### config.mk
export PLATFORM = sky130hd
export DESIGN_NAME = fuse_rd_ctrl
export DESIGN_NICKNAME = d
export VERILOG_FILES = /design/src/rtl/fuse_rd_pkg.sv /design/src/rtl/fuse_rd_seq.sv /design/src/rtl/fuse_rd_buf.sv /design/src/rtl/fuse_rd_ctrl.sv
export SDC_FILE = /design/constraint.sdc
export NUM_CORES = 1
export LEC_CHECK = 0
export ABC_AREA = 1
export BUFFER_PORTS_ARGS = -buffer_cell sky130_fd_sc_hd__buf_2
export CORE_MARGIN = 5
export CORE_UTILIZATION = 31
export DETAILED_ROUTE_END_ITERATION = 6
export GPL_TIMING_DRIVEN = 0
export SLEW_MARGIN = 20
export SYNTH_ARGS = -nofsm -noshare
export SYNTH_HDL_FRONTEND = slang
export SYNTH_HIERARCHICAL = 1
export SYNTH_SLANG_ARGS = --single-unit
### constraint.sdc
create_clock -name clk -period 6.2 [get_ports clk]
set_clock_uncertainty 0.1 [all_clocks]
set_input_delay 1.24 -clock clk [delete_from_list [all_inputs] [get_ports clk]]
set_output_delay 1.24 -clock clk [all_outputs]
set_load 0.02 [all_outputs]
### src/rtl/fuse_rd_pkg.sv
package fuse_rd_pkg;
    // register word indices (bus_addr[5:2])
    localparam int IDX_CTRL = 0;
    localparam int IDX_CFG  = 1;
    localparam int IDX_STAT = 2;
    localparam int IDX_DATA = 3;

    // control field positions
    localparam int C_ADDR_LSB = 21;
    localparam int C_LEN_LSB  = 16;
    localparam int C_PG_BIT   = 15;
    localparam int C_WR_BIT   = 1;
    localparam int C_RD_BIT   = 0;

    // configuration field positions
    localparam int G_IEN_BIT  = 31;
    localparam int G_RADJ_LSB = 20;
    localparam int G_RSTR_LSB = 16;
    localparam int G_WADJ_LSB = 12;
    localparam int G_WSTR_LSB = 0;

    typedef enum logic [1:0] {
        SQ_IDLE   = 2'd0,
        SQ_SETUP  = 2'd1,
        SQ_STROBE = 2'd2
    } sq_state_e;
endpackage

### src/rtl/fuse_rd_seq.sv
module fuse_rd_seq
    import fuse_rd_pkg::*;
#(
    parameter int AW = 10,
    parameter int LW = 5,
    parameter int CW = 4
) (
    input  logic          clk,
    input  logic          rst_n,
    input  logic          start,
    input  logic [AW-1:0] start_addr,
    input  logic [LW-1:0] last_idx,
    input  logic [CW-1:0] adj,
    input  logic [CW-1:0] str,
    output logic [AW-1:0] fa_addr,
    output logic          fa_strobe,
    output logic          cap_en,
    output logic [LW-1:0] cap_idx,
    output logic          done,
    output logic          busy
);
    typedef struct packed {
        sq_state_e     st;
        logic [CW-1:0] cnt;
        logic [LW-1:0] idx;
        logic [AW-1:0] base;
        logic [LW-1:0] last;
        logic [CW-1:0] adj;
        logic [CW-1:0] str;
    } seq_t;

    seq_t q, d;

    always_comb begin
        d      = q;
        cap_en = 1'b0;
        done   = 1'b0;
        case (q.st)
            SQ_IDLE: begin
                if (start) begin
                    d.st   = SQ_SETUP;
                    d.cnt  = adj;
                    d.idx  = '0;
                    d.base = start_addr;
                    d.last = last_idx;
                    d.adj  = adj;
                    d.str  = str;
                end
            end
            SQ_SETUP: begin
                if (q.cnt == '0) begin
                    d.st  = SQ_STROBE;
                    d.cnt = q.str;
                end else begin
                    d.cnt = q.cnt - 1'b1;
                end
            end
            SQ_STROBE: begin
                if (q.cnt == '0) begin
                    cap_en = 1'b1;
                    if (q.idx == q.last) begin
                        d.st = SQ_IDLE;
                        done = 1'b1;
                    end else begin
                        d.idx = q.idx + 1'b1;
                        d.st  = SQ_SETUP;
                        d.cnt = q.adj;
                    end
                end else begin
                    d.cnt = q.cnt - 1'b1;
                end
            end
            default: d.st = SQ_IDLE;
        endcase
    end

    always_ff @(posedge clk or negedge rst_n) begin
        if (!rst_n) begin
            q <= '{st: SQ_IDLE, default: '0};
        end else begin
            q <= d;
        end
    end

    assign fa_addr   = q.base + AW'(q.idx);
    assign fa_strobe = (q.st == SQ_STROBE);
    assign cap_idx   = q.idx;
    assign busy      = (q.st != SQ_IDLE);
endmodule

### src/rtl/fuse_rd_buf.sv
module fuse_rd_buf #(
    parameter int NW = 8,
    parameter int LW = 5
) (
    input  logic                 clk,
    input  logic                 rst_n,
    input  logic                 clr,
    input  logic                 cap_en,
    input  logic [LW-1:0]        cap_idx,
    input  logic [7:0]           cap_byte,
    output logic [NW-1:0][31:0]  words
);
    typedef struct packed {
        logic [NW-1:0][31:0] w;
    } buf_t;

    buf_t q, d;

    always_comb begin
        d = q;
        if (clr) begin
            d.w = '0;
        end
        if (cap_en) begin
            d.w[cap_idx[LW-1:2]][{cap_idx[1:0], 3'b000} +: 8] = cap_byte;
        end
    end

    always_ff @(posedge clk or negedge rst_n) begin
        if (!rst_n) begin
            q <= '0;
        end else begin
            q <= d;
        end
    end

    assign words = q.w;
endmodule

### src/rtl/fuse_rd_ctrl.sv
module fuse_rd_ctrl
    import fuse_rd_pkg::*;
#(
    parameter int FA_AW  = 10,
    parameter int LEN_W  = 5,
    parameter int CNT_W  = 4,
    parameter int WSTR_W = 12,
    parameter int BUS_AW = 6
) (
    input  logic              clk,
    input  logic              rst_n,
    input  logic              bus_sel,
    input  logic              bus_wr,
    input  logic [BUS_AW-1:0] bus_addr,
    input  logic [31:0]       bus_wdata,
    output logic [31:0]       bus_rdata,
    output logic [FA_AW-1:0]  fa_addr,
    output logic              fa_strobe,
    input  logic [7:0]        fa_rdata,
    output logic              irq
);
    localparam int NWORDS = (1 << LEN_W) / 4;

    typedef struct packed {
        logic [FA_AW-1:0]  c_addr;
        logic [LEN_W-1:0]  c_len;
        logic              c_pg;
        logic              c_wr;
        logic              c_rd;
        logic              g_ien;
        logic [CNT_W-1:0]  g_radj;
        logic [CNT_W-1:0]  g_rstr;
        logic [CNT_W-1:0]  g_wadj;
        logic [WSTR_W-1:0] g_wstr;
        logic              rd_done;
        logic              irq;
    } reg_t;

    reg_t q, d;

    logic                   busy_w, done_w, cap_en_w, start_w;
    logic [LEN_W-1:0]       cap_idx_w;
    logic [NWORDS-1:0][31:0] words_w;
    logic [BUS_AW-3:0]      widx;
    logic                   wr_ctrl, wr_cfg, wr_stat;
    logic                   rd_done_w, int_en_w;

    assign widx    = bus_addr[BUS_AW-1:2];
    assign wr_ctrl = bus_sel && bus_wr && (int'(widx) == IDX_CTRL);
    assign wr_cfg  = bus_sel && bus_wr && (int'(widx) == IDX_CFG);
    assign wr_stat = bus_sel && bus_wr && (int'(widx) == IDX_STAT);
    assign start_w = wr_ctrl && !busy_w && bus_wdata[C_RD_BIT];

    always_comb begin
        d = q;
        if (wr_ctrl && !busy_w) begin
            d.c_addr = bus_wdata[C_ADDR_LSB +: FA_AW];
            d.c_len  = bus_wdata[C_LEN_LSB +: LEN_W];
            d.c_pg   = bus_wdata[C_PG_BIT];
            d.c_wr   = bus_wdata[C_WR_BIT];
            d.c_rd   = bus_wdata[C_RD_BIT];
        end
        if (start_w) begin
            d.rd_done = 1'b0;
        end
        if (wr_cfg) begin
            d.g_ien  = bus_wdata[G_IEN_BIT];
            d.g_radj = bus_wdata[G_RADJ_LSB +: CNT_W];
            d.g_rstr = bus_wdata[G_RSTR_LSB +: CNT_W];
            d.g_wadj = bus_wdata[G_WADJ_LSB +: CNT_W];
            d.g_wstr = bus_wdata[G_WSTR_LSB +: WSTR_W];
        end
        if (wr_stat && bus_wdata[0]) begin
            d.irq = 1'b0;
        end
        if (done_w) begin
            d.rd_done = 1'b1;
            d.c_rd    = 1'b0;
            if (q.g_ien) begin
                d.irq = 1'b1;
            end
        end
    end

    always_ff @(posedge clk or negedge rst_n) begin
        if (!rst_n) begin
            q <= '0;
        end else begin
            q <= d;
        end
    end

    fuse_rd_seq #(.AW(FA_AW), .LW(LEN_W), .CW(CNT_W)) u_seq (
        .clk        (clk),
        .rst_n      (rst_n),
        .start      (start_w),
        .start_addr (bus_wdata[C_ADDR_LSB +: FA_AW]),
        .last_idx   (bus_wdata[C_LEN_LSB +: LEN_W]),
        .adj        (q.g_radj),
        .str        (q.g_rstr),
        .fa_addr    (fa_addr),
        .fa_strobe  (fa_strobe),
        .cap_en     (cap_en_w),
        .cap_idx    (cap_idx_w),
        .done       (done_w),
        .busy       (busy_w)
    );

    fuse_rd_buf #(.NW(NWORDS), .LW(LEN_W)) u_buf (
        .clk      (clk),
        .rst_n    (rst_n),
        .clr      (start_w),
        .cap_en   (cap_en_w),
        .cap_idx  (cap_idx_w),
        .cap_byte (fa_rdata),
        .words    (words_w)
    );

    always_comb begin
        bus_rdata = '0;
        if (int'(widx) == IDX_CTRL) begin
            bus_rdata[C_ADDR_LSB +: FA_AW] = q.c_addr;
            bus_rdata[C_LEN_LSB +: LEN_W]  = q.c_len;
            bus_rdata[C_PG_BIT]            = q.c_pg;
            bus_rdata[C_WR_BIT]            = q.c_wr;
            bus_rdata[C_RD_BIT]            = q.c_rd;
        end else if (int'(widx) == IDX_CFG) begin
            bus_rdata[G_IEN_BIT]             = q.g_ien;
            bus_rdata[G_RADJ_LSB +: CNT_W]   = q.g_radj;
            bus_rdata[G_RSTR_LSB +: CNT_W]   = q.g_rstr;
            bus_rdata[G_WADJ_LSB +: CNT_W]   = q.g_wadj;
            bus_rdata[G_WSTR_LSB +: WSTR_W]  = q.g_wstr;
        end else if (int'(widx) == IDX_STAT) begin
            bus_rdata[0] = q.rd_done;
        end else begin
            for (int n = 0; n < NWORDS; n++) begin
                if (int'(widx) == IDX_DATA + n) begin
                    bus_rdata = words_w[n];
                end
            end
        end
    end

    assign irq       = q.irq;
    assign rd_done_w = q.rd_done;
    assign int_en_w  = q.g_ien;
endmodule

-- After elaboration in Yosys (flattened, before gate mapping)
Cells that the tools add are included.
- $add $sub $neg: 4
- multipliers: 0
- div/mod/pow operators: 0
- order comparisons: 2
- equality and inequality tests: 18
- shift operators: 2
- multiplexer cells: 44
- bitwise logic cells: 0
- reduce and logical (&&, ||, !) cells: 21
- operator list (operator ; count):
    $mux 256 ; 2
    $mux 32 ; 9
    $bwmux 256 ; 1
    $demux 32 s3 ; 1
    $mux 34 ; 1
    $shift 8x7->32 const A ; 1
    $shiftx 8x7->32 ; 1
    $mux 31 ; 1
    $eq 4x4->1 const B ; 7
    $mux 24 ; 1
    $mux 16 ; 1
    $mux 1 ; 14
    $mux 13 ; 1
    $pmux 4 s3 ; 1
    $add 10x5->10 ; 1
    $pmux 5 s2 ; 1
    $mux 9 ; 1
    $eq 4x3->1 const B ; 2
    $logic_and 1x1->1 ; 8
    $logic_not 4->1 ; 2
    $mux 2 ; 4
    $mux 4 ; 2
    $reduce_bool 2->1 ; 4
    $mux 7 ; 1
    other kinds (20) ; 23
- register bits after elaboration: 335
- bits in latches: 0
- RAM bits: 0
- memory bits (read-only): 0
- input port bits: 50
- output and inout bits: 44
- logic and storage cells: 118
- memories kept: 0

-- Depth between registers and ports, before layout
Gate-level depths: netlist (run 1).
- word-level depth: 12
- mapped depth: 12
- mapped depth without buffers: 12

-- Hierarchy
Netlist (run 1), hierarchy kept.
- by module, submodules not included (module ; instances ; cells an instance ; area each (um2)):
    fuse_rd_buf ; 1 ; 1699 ; 12274.3
    fuse_rd_ctrl ; 1 ; 728 ; 4156.5
    fuse_rd_seq ; 1 ; 288 ; 2100.8

-- Worst setup path before layout (run 1)
Ideal clock, no wire load.
- kind: input port to output port
- start: in bus_addr[5]
- end: out bus_rdata[11]
- arrival time: 2.263 ns
- required time: 4.860 ns
- path slack: 2.597 ns
- stages: 11
- cells stage by stage: inv_2 nand2_2 nor2_1 buf_2 buf_4 nand2_1 nand3_1 a21oi_1 nand4_1 nand2_1 nand2_1
- longest elaborated chain between the ends: 12
- elaborated cells on any way between the ends: 22
- classes of those cells: eq/ne: 10; mux: 11; reduce/logical: 1
- RTL lines (what ; RTL line ; text):
    start: declaration ; fuse_rd_ctrl.sv:14 ; input logic [BUS_AW-1:0] bus_addr,
    $eq 4x3->1 ; fuse_rd_ctrl.sv:137 ; if (int'(widx) == IDX_DATA + n) begin
    $mux 32 (8 in series) ; fuse_rd_ctrl.sv:137 ;
    $mux 31 ; fuse_rd_ctrl.sv:133 ; end else if (int'(widx) == IDX_STAT) begin
    $mux 24 ; fuse_rd_ctrl.sv:127 ; end else if (int'(widx) == IDX_CFG) begin
    $mux 13 (*) ; fuse_rd_ctrl.sv:121 ; if (int'(widx) == IDX_CTRL) begin
    end: declaration ; fuse_rd_ctrl.sv:16 ; output logic [31:0] bus_rdata,
Every way passes the cells marked *; elsewhere a longest branch is shown, timed or not.

-- Worst setup path after layout (run 1)
- start: in bus_addr[5]
- end: out bus_rdata[31]
- longest elaborated chain between the ends: 12
- elaborated cells on any way between the ends: 22
- classes of those cells: eq/ne: 10; mux: 11; reduce/logical: 1
- RTL lines (what ; RTL line):
    $eq 4x3->1 ; fuse_rd_ctrl.sv:137
    $mux 32 (8 in series) ; fuse_rd_ctrl.sv:137
    $mux 31 ; fuse_rd_ctrl.sv:133
    $mux 1 ; fuse_rd_ctrl.sv:127
    $mux 1 (*) ; fuse_rd_ctrl.sv:121
Marked as above.

==> results of run 1 <==
## cells in the final DEF (no fill, tap or decap), types with 4 or more instances in the layout
cell / count
a21oi_1: 33
buf_2: 127
buf_4: 9
bufinv_16: 7
clkbuf_1: 47
clkbuf_16: 39
clkbuf_8: 7
dfrtp_1: 335
ha_1: 17
inv_1: 313
inv_2: 13
mux2_1: 16
nand2_1: 1287
nand2_2: 10
nand3_1: 101
nand3_2: 6
nand4_1: 31
nor2_1: 301
nor2_2: 38
nor2_4: 14
o21ai_0: 28
o21ai_1: 4
o21bai_1: 29
or2_1: 10
or2_2: 21
xor2_1: 10
## cells by family after synthesis
kind of cell               count (synthesis)
DFF                                      335
xor gates and xnor gates                  13
buffers and inverters                    413
and+or+nand+nor                         1822
muxes                                     18
AOI/OAI and AO/OA                         96
adders and majority gates                 18
## area by class of cell
cell class / count / area [um^2]
multi-input cells: 1967 / 8520
inverters: 326 / 1220
plain buffers: 87 / 407
well taps: 773 / 967
fillers: 6347 / 37700
repair buffers: 94 / 548
flip-flops and latches: 335 / 8380
clock buffers: 53 / 1100
clock inverters: 14 / 259
## sequential cells by signal, indices dropped and copies added (netlist names)
register	cells
int_en_w	1
q	42
rd_done_w	1
irq	1
u_seq/cap_idx	5
u_buf/words	256
u_seq/q	29
## worst reg2reg max path, cell delays in order, from the launching register on
cell and delay (ps):
dfrtp_1 420, inv_1 100, ha_1 160, inv_1 80, nor2_1 100, nand2_1 220, nor2_1 620, buf_2 360
buf_2 350, clkbuf_1 630, nor2_1 160, nand2_1 110, nand2_1 70
## report_power, final
part / internal, W / switching (W) / total, W
clock network: 0.00153 / 0.000973 / 0.00251
logic: 0.000366 / 0.00101 / 0.00137
registers: 0.00238 / 0.000129 / 0.00251
total: 0.00428 / 0.00211 / 0.00639
## per-stage QoR
stage | total power [W] | setup WS (ps)
after floorplan | 0.00344 | 2600
after CTS | 0.00642 | 1750
after global placement | 0.00389 | -3220
after detailed placement | 0.00391 | 1490
after global routing | 0.00668 | 1660
final | 0.00639 | 1710
## worst max path at each step
stage                     start                         end  slack [ps]
floorplan           bus_addr[5]               bus_rdata[11]        2600
global placement          rst_n     u_seq/q[22]$_DFFE_PN0P_       -3220
detailed placement  bus_addr[5]  u_buf/words[110]$_DFF_PN0_        1490
CTS                 bus_addr[5]               bus_rdata[31]        1750
global route        bus_addr[5]               bus_rdata[31]        1660
finish              bus_addr[5]               bus_rdata[31]        1710
## metal layers
layer  GRT usage, %  part of all wire [%]
met1           25.3                    45
met2           28.2                    46
met3           2.77                   6.8
met4           5.57                   2.7
met5              0                     0
==> qor.yml, run 1 <==
outcome:
  outcome: "finished, final reports clean"
die:
  rows: 89
  die_h_um: 254
  ios: 94
  coreArea_um2: 59100
  fp.dieW_um: 254
  die_area_um2: 64800
  start_util_pct: 31.3
sta:
  finalSetupViolCount: 0
  worst_slew_pin_slew_ps: 939
  post-route-period-util_pct: 72.4
  tns_ps: 0
  fin_crit_ps: 4490
  grt_setup_unrepaired: "no"
  hold_violations: 0
  final_max_slew_viol_count: 0
  relSlewSlack_pct: 37.2
  fin_hold_ws_ps: 376
  max_clock_freq_mhz: 223
yosys:
  synthCells: 2715
  synth_top_family_by_area: "simple AND/OR/NAND/NOR gates"
  synth_xor_area_share_pct: 0.614
  syn_area_um2: 18500
  synth_area_per_cell_um2: 6.83
  ys_types: 32
  ys_ff_latch: 335
  synthMuxAreaShare_pct: 1.09
  yosysTopAreaCellShare_pct: 45.2
  synth_most_common_cell: "nand2_1"
  syn_nets: 2783
  yosysSeqAreaShare_pct: 45.2
  synth_edf_count: 0
  synth_flop_cell: "dfrtp_1"
  synth_common_cells: "nand2_1, dfrtp_1, inv_1"
  ys_warn_count: 6
  synthTopCellsByArea: "dfrtp_1, nand2_1, inv_1, nor2_1, nand3_1"
  synth-compound-area-share_pct: 3.02
  synth.largest_area_cell: "dfrtp_1"
  synthArstFlopShare_pct: 100
  synthSimpleGateAreaFrac_pct: 40.0
  synth_adder_area_share_pct: 1.26
clock_tree:
  cts_buffer_depth: 3
  cts_root_buffer: "clkbuf_16"
  htreeDepth: 2
  worstSkewPairLatency_ps: 580
  cts_tree: "done"
  numCtsBuffers: 39
  ctsHoldBuffers: 0
  cts.repair_timing.setup_buffer_count: 0
  cts_sinks: 335
  cts.repair.resized: 0
  clk_pin_slew_worst_paths_ps: 60
critical_path:
  setup.worst_path.start_class: "input port"
  required_ps: 4860
  reg2regPathDepth: 12
  cpPeakStageDelay_ps: 560
  slowest_stage: "clkbuf_1"
  timing.rr.end: "u_buf/words[102]$_DFF_PN0_"
  crit_buf_inv: 4
  worst-setup-path-type: "in -> out"
  critPathMaxFanout: 10
  rr_startpoint: "u_seq/q[32]$_DFFE_PN0P_"
  reg2reg_slack_ps: 2610
  cp.arrival_ps: 3150
  end_kind: "primary output"
  path_depth: 12
  cp_top_family: "buffers and inverters"
  cp_cell_sequence: "buf_2 > inv_2 > nand2_2 > nor2_1 > clkbuf_1 > nand2_1 > nand3_1 > a21oi_1 > nand4_1 > nand2_1 > nand2_1 > buf_2"
  crit_top_cell: "nand2_1"
layout:
  drive_gt1_share_pct: 10.7
  syn_to_final_growth_pct: 15.5
  final_cells: 3649
  utilization_pct: 36.2
  finalNetCount: 2918
  n_antenna_cell: 0
  design_area_um2: 21400
min_path:
  min_path_type: "reg -> reg"
  min_from: "u_seq/q[5]$_DFFE_PN0P_"
  hold_depth: 2
  hold_end: "u_seq/q[5]$_DFFE_PN0P_"
grt:
  grt_start_max_net_pins: 94
  antenna_found_initial: 0
  grt_pass1_vias: 15900
  grt_usage_pct: 17.8
  grt_pass1_wl_mm: 90.6
  grt_overflow: 0
route:
  drt-initial-drc-count: 1626
  ant_nets: 0
  vias: 16900
  avgRoutedWirePerCell_um: 16.1
  viasPerCell: 4.64
  drt-total-wl_mm: 58.9
  drc_errors: 0
  firstDrtPassIters: 5
placement:
  io_buffers: 91
  routabilityCongestion: 0.888
  dp_cells: 3582
  placed_area_um2: 20000
  place_hpwl_mm: 42.9
pwr:
  ir_drop_mv: 0.183
  leakage_nw: 11.6
  p_per_area_nw_per_um2: 298
run:
  drv_cap: 0
Note: power is estimated with default switching activity, not from simulation.
==> run 2: changes to the inputs <==
Settings changed: ABC_AREA 1 to 0.
Clock period 6.2 ns to 3.9 ns, I/O delays scaled along.
==> qor.yml, run 2 <==
layout:
  finalNetCount: 1853  # -36%
  utilization_pct: 36.0  # -0.21 points
  drive_gt1_share_pct: 18.7  # +8.0 points
  design_area_um2: 21200  # -1.1%
  nFillCells: 5840  # -8.0%
  multiInputGateArea_um2: 9290  # +9.1%
  regArea_um2: 8380  # unchanged
  final_cell_mix: "dfrtp_1, mux2i_1, nand2b_1, buf_2, mux2_2"
  layout_commonest_cell: "dfrtp_1"
  largest_register_ffs: 256  # unchanged
  syn_to_final_growth_pct: 15.6  # about the same
sta:
  relSlewSlack_pct: 36.4  # -0.77 points
  final_max_slew_viol_count: 0  # unchanged
  max_clock_freq_mhz: 255
  hold_violations: 0  # unchanged
  finalSetupViolCount: 1  # +1
  timing.final.ws_setup_ps: -26.1  # -1740 ps
  fin_crit_ps: 3930
  grt_setup_unrepaired: "yes"
  post-route-period-util_pct: 101
  tns_ps: -26.1  # -26.1 ps
  worst_slew_pin_slew_ps: 951  # +11.6 ps
clock_tree:
  cts_sinks: 335  # unchanged
  ctsHoldBuffers: 0  # unchanged
  numCtsBuffers: 38  # -2.6%
  cts_buffer_depth: 3  # unchanged
  cts_root_buffer: "clkbuf_16"
  htreeDepth: 2  # unchanged
  worstSkewPairLatency_ps: 550  # -30 ps
  clk_pin_slew_worst_paths_ps: 60  # about the same
  cts_tree: "done"
critical_path:
  worst-setup-path-type: "in -> out"
  setup.worst_path.start_class: "input port"
  end_kind: "primary output"
  cp.arrival_ps: 3050  # -100 ps
  required_ps: 3020  # -1840 ps
  critPathMaxFanout: 10  # unchanged
yosys:
  yosysTopAreaCellShare_pct: 45.8  # +0.57 points
  ys_warn_count: 6  # unchanged
  syn_area_um2: 18300  # -1.2%
  synth_area_per_cell_um2: 11.1  # +62%
  ys_ff_latch: 335  # unchanged
  synth_flop_cell: "dfrtp_1"
  synthCells: 1654  # -39%
  synth_common_cells: "dfrtp_1, mux2i_1, nand2b_1"
  synthTopCellsByArea: "dfrtp_1, mux2i_1, nand2b_1, mux2_2, a22oi_1"
  synth_edf_count: 0  # unchanged
  syn_nets: 1722  # -38%
  ys_types: 71  # +120%
  synth_most_common_cell: "dfrtp_1"
  synth.largest_area_cell: "dfrtp_1"
  synthArstFlopShare_pct: 100  # unchanged
  yosysSeqAreaShare_pct: 45.8  # +0.57 points
outcome:
  outcome: "finished with violations"
  violations: "setup timing"
die:
  start_util_pct: 31.1  # -0.21 points
  fp.dieW_um: 253  # -0.60%
  die_h_um: 253  # -0.60%
  die_area_um2: 64000  # -1.2%
  coreArea_um2: 58800  # -0.57%
  ios: 94  # unchanged
  rows: 89  # unchanged
pwr:
  ir_drop_mv: 0.296  # +62%
  clkPwrFrac_pct: 37.6  # -1.6 points
  p_sw_w: 0.00301  # +43%
  p_per_area_nw_per_um2: 461  # +54%
  p_int_w: 0.00674  # +57%
  switching_share_pct: 30.9  # -2.2 points
  leakage_nw: 8.98  # -22%
  combPwrFrac_pct: 21.2  # -0.3 points
  power_frac_seq_pct: 41.2  # +1.9 points
route:
  ant_nets: 0  # unchanged
  avgRoutedWirePerCell_um: 23.1  # +43%
  vias: 13900  # -18%
  firstDrtPassIters: 6  # +1
  drc_errors: 0  # unchanged
  viasPerCell: 5.39  # +16%
  drt-total-wl_mm: 59.7  # +1.5%
  drt-initial-drc-count: 1520  # -6.5%
grt:
  grt_start_max_net_pins: 100  # +6.4%
  grt_pass1_wl_mm: 90.6  # about the same
  grt_usage_pct: 18.2  # +0.41 points
  grt_pass1_vias: 14300  # -10%
  grt_overflow: 0  # unchanged
  antenna_found_initial: 4  # +4
run:
  drv_cap: 0  # unchanged
placement:
  place_hpwl_mm: 42.6  # -0.82%
  io_buffers: 87  # -4.4%
  placed_area_um2: 19800  # -1.2%
  routabilityCongestion: 0.902  # +1.6%
min_path:
  min_path_type: "in -> async"
==> run 2: power by group through the flow <==
stage,Clock [W],Combinational (W),Sequential (W)
after floorplan,0,0.00140,0.00399
final,0.00367,0.00207,0.00401
after global routing,0.00388,0.00225,0.00405
after CTS,0.00375,0.00205,0.00401
after detailed placement,0,0.00203,0.00407
after global placement,0,0.00199,0.00406
==> run 2: timing repair <==
item                                    in CTS  in global routing
buffers inserted                             0                  1
endpoints found under the setup margin      57                143
gates resized for setup                     19                 18
pin swaps                                    0                  2
==> run 2: final timing paths <==
check,from,end,slack [ps],depth (start not counted)
min,rst_n,u_buf/words[105]$_DFF_PN0_,60,1
max reg2reg,u_seq/q[32]$_DFFE_PN0P_,u_buf/words[188]$_DFF_PN0_,280,12
max in group asynchronous,rst_n,u_buf/words[60]$_DFF_PN0_,2320,3
max,bus_addr[3],bus_rdata[2],-30,7
min reg2reg,u_seq/q[6]$_DFFE_PN0P_,u_seq/q[6]$_DFFE_PN0P_,410,1
min in group clk,bus_wdata[3],q[5]$_DFFE_PN0P_,350,2
==> run 2: logic make-up (layout without fill, tap and decap cells) <==
logic type | after synthesis | in the layout | share of synthesized area [%]
multiplexers | 389 | 389 | 22.6
flip-flops | 335 | 335 | 45.8
XOR/XNOR | 9 | 9 | 0.431
buffers and inverters | 144 | 300 | 3.58
other | 0 | 3 | 0
AND/OR/NAND/NOR | 543 | 543 | 17.8
adder cells (fa/ha/maj) | 18 | 18 | 1.27
AO/OA/AOI/OAI | 216 | 216 | 8.51
==> run 2: area by class of cell <==
cell class	count	area share, %
Buffer	116	2.77
Multi-Input combinational cell	1175	43.9
Timing Repair Buffer	91	2.60
Tap cell	773	4.57
Sequential cell	335	39.6
Antenna cell	3	0.0355
Inverter	28	0.497
Clock inverter	7	0.426
Clock buffer	58	5.58
==> run 2: routing by layer <==
| metal | GRT usage, % | part of all wire, % | vias to the layer above |
|---|---|---|---|
| li1 | - | - | 6161 |
| met1 | 26.3 | 46 | 7076 |
| met2 | 27.6 | 44 | 570 |
| met3 | 3.70 | 7.0 | 117 |
| met4 | 5.88 | 3.1 | 4 |
| met5 | 0 | 0.057 | - |
==> run 2: per-stage QoR <==
step	setup WS (ps)	instances	power, W	hold slack [ps]
2_1_floorplan	506	1654	0.00539	344
3_3_place_gp	-4630	2514	0.00605	385
3_5_place_dp	-678	2517	0.00610	391
4_1_cts	9.68	2582	0.00980	87.6
5_1_grt	5.25	2583	0.0102	116
6_report	-26.1	2586	0.00975	60.3
==> run 2: critical path, cell delays in order <==
cell	delay, ps
buf_2	250
clkbuf_4	260
buf_2	400
mux4_2	280
a22oi_1	90
o311ai_0	680
buf_2	300
==> run 3: changes to the inputs <==
Settings changed: CORE_ASPECT_RATIO set to 1.25.
==> qor.yml, run 3 (synthesis results as in run 2) <==
clock_tree:
  cts_buffer_depth: 3  # unchanged
  cts.repair_timing.setup_buffer_count: 0  # unchanged
  worstSkewPairLatency_ps: 560  # about the same
  cts_root_buffer: "clkbuf_16"
  clk_pin_slew_worst_paths_ps: 60  # about the same
  htreeDepth: 2  # unchanged
  cts_tree: "done"
  cts_sinks: 335  # unchanged
  numCtsBuffers: 40  # +5.3%
critical_path:
  setup.worst_path.start_class: "input port"
  crit_buf_inv: 4  # unchanged
  end_kind: "primary output"
  rr_startpoint: "u_seq/q[33]$_DFFE_PN0P_"
  slowest_stage: "o311ai_0"
  cpPeakStageDelay_ps: 710  # +30 ps
  crit_top_cell: "buf_2"
  crit_start: "bus_addr[3]"
  cp.arrival_ps: 3050  # about the same
  worst-setup-path-type: "in -> out"
  required_ps: 3020  # about the same
  critPathMaxFanout: 10  # unchanged
  cp_cell_sequence: "buf_2 > buf_2 > buf_2 > mux4_2 > a22oi_1 > o311ai_0 > buf_2"
  cp_top_family: "buffers and inverters"
  timing.rr.end: "u_buf/words[210]$_DFF_PN0_"
  reg2reg_slack_ps: 390  # +110 ps
  reg2regPathDepth: 12  # unchanged
route:
  vias: 14100  # +0.94%
  drc_errors: 9  # +9
  drt-initial-drc-count: 1202  # -21%
  ant_nets: 0  # unchanged
  firstDrtPassIters: 7  # +1
  viasPerCell: 5.46  # +1.4%
  drt-total-wl_mm: 60.9  # +1.9%
  avgRoutedWirePerCell_um: 23.6  # +2.4%
layout:
  finalNetCount: 1854  # +0.054%
  multiInputGateArea_um2: 9290  # about the same
  utilization_pct: 36.2  # +0.18 points
  drive_gt1_share_pct: 18.8  # +0.11 points
  final_cell_mix: "dfrtp_1, mux2i_1, nand2b_1, buf_2, mux2_2"
  nFillCells: 5816  # -0.41%
  regArea_um2: 8380  # unchanged
  syn_to_final_growth_pct: 15.5  # about the same
  final_cells: 2575  # -0.43%
  largest_register_ffs: 256  # unchanged
  layout_commonest_cell: "dfrtp_1"
sta:
  timing.final.ws_setup_ps: -29.8  # -3.67 ps
  hold_violations: 0  # unchanged
  max_clock_freq_mhz: 254  # about the same
  worst_slew_pin_slew_ps: 924  # -26.8 ps
  final_max_slew_viol_count: 0  # unchanged
  finalSetupViolCount: 1  # unchanged
  relSlewSlack_pct: 38.2  # +1.8 points
  grt_setup_unrepaired: "yes"
  fin_crit_ps: 3930  # +3.67 ps
  post-route-period-util_pct: 101  # about the same
  fin_hold_ws_ps: 79.0  # +18.7 ps
placement:
  place_hpwl_mm: 43.5  # +2.1%
  io_buffers: 87  # unchanged
  routabilityCongestion: 0.935  # +3.6%
  dp_slack_ps: -583  # +95.3 ps
  dp_cells: 2501  # -0.64%
outcome:
  outcome: "finished with violations"
  violations: "DRC, setup timing"
die:
  start_util_pct: 31.3  # +0.18 points
  coreArea_um2: 58500  # -0.56%
  rows: 99  # +11%
  fp.dieW_um: 227  # -10%
  die_h_um: 282  # +11%
  ios: 94  # unchanged
  die_area_um2: 64000  # about the same
pwr:
  leakage_nw: 8.98  # about the same
  p_per_area_nw_per_um2: 465  # +1.0%
  total_power_w: 0.00984  # +0.97%
  ir_drop_mv: 0.267  # -9.7%
min_path:
  min_path_type: "in -> async"
grt:
  antenna_found_initial: 4  # unchanged
  grt_usage_pct: 18.8  # +0.51 points
  grt_pass1_vias: 14700  # +2.6%
  grt_start_max_net_pins: 98  # -2.0%
  grt_overflow: 0  # unchanged
  grt_pass1_wl_mm: 92.5  # +2.1%
run:
  drv_cap: 0  # unchanged
[run 3: cell count changes in the layout (fill, tap and decap cells not counted), sizes merged]
cell and change:
clkinv +1, inv +2, clkbuf -3, buf +5
[run 3: worst max path at each step]
stage	endpoint	slack (ps)	cells past startpoint
after CTS	bus_rdata[10]	-3	7
final	bus_rdata[14]	-30	7
after detailed placement	u_buf/words[137]$_DFF_PN0_	-580	11
after global routing	u_buf/words[183]$_DFF_PN0_	-6	11
after floorplan	bus_rdata[13]	510	7
after global placement	u_buf/words[101]$_DFF_PN0_	-4590	1
[run 3: report_power, final]
group	total (W)	internal (W)	switching (W)	leakage, nW
Combinational	0.00207	0.000754	0.00131	3.73
Clock	0.00376	0.00224	0.00152	0.636
Sequential	0.00401	0.00378	0.000236	4.61
Total	0.00984	0.00677	0.00307	8.98
[run 3: final cells by class]
class / instances / area share, %
multi-input cells: 1175 / 43.9
flip-flops and latches: 335 / 39.6
clock buffers: 61 / 5.63
well taps: 757 / 4.48
plain buffers: 116 / 2.73
repair buffers: 90 / 2.50
clock inverters: 10 / 0.533
inverters: 28 / 0.497
diodes: 3 / 0.0355
[run 3: stage by stage]
step                      cell area (um^2)   TNS, ps
after floorplan                      18300         0
after global placement               19700  -1603410
after detailed placement             19800    -82710
after CTS                            21100     -3.19
after global routing                 21100     -10.1
final                                21100     -29.8
[run 3: routing by layer]
layer  up-vias  wire length [um]  GRT usage (%)  share of wire (%)
met5         -                 0              0                  0
li1       6183                 -              -                  -
met3       137              4150           3.48                6.8
met2       552             28300           30.2                 46
met4         0              2280           7.10                3.7
met1      7187             26200           25.2                 43
[run 3: timing repair]
action,in CTS,in global routing
gates resized for setup,11,31
endpoints found under the setup margin,20,50
hold buffers,0,0
pin swaps,0,1
[run 3: worst register-to-register path: cells and delay by family (launching register included)]
family,cells,cell delay (ps)
buf+inv,7,1920
fa+ha+maj,1,330
flops,1,420
mux,1,80
simple gates,3,540
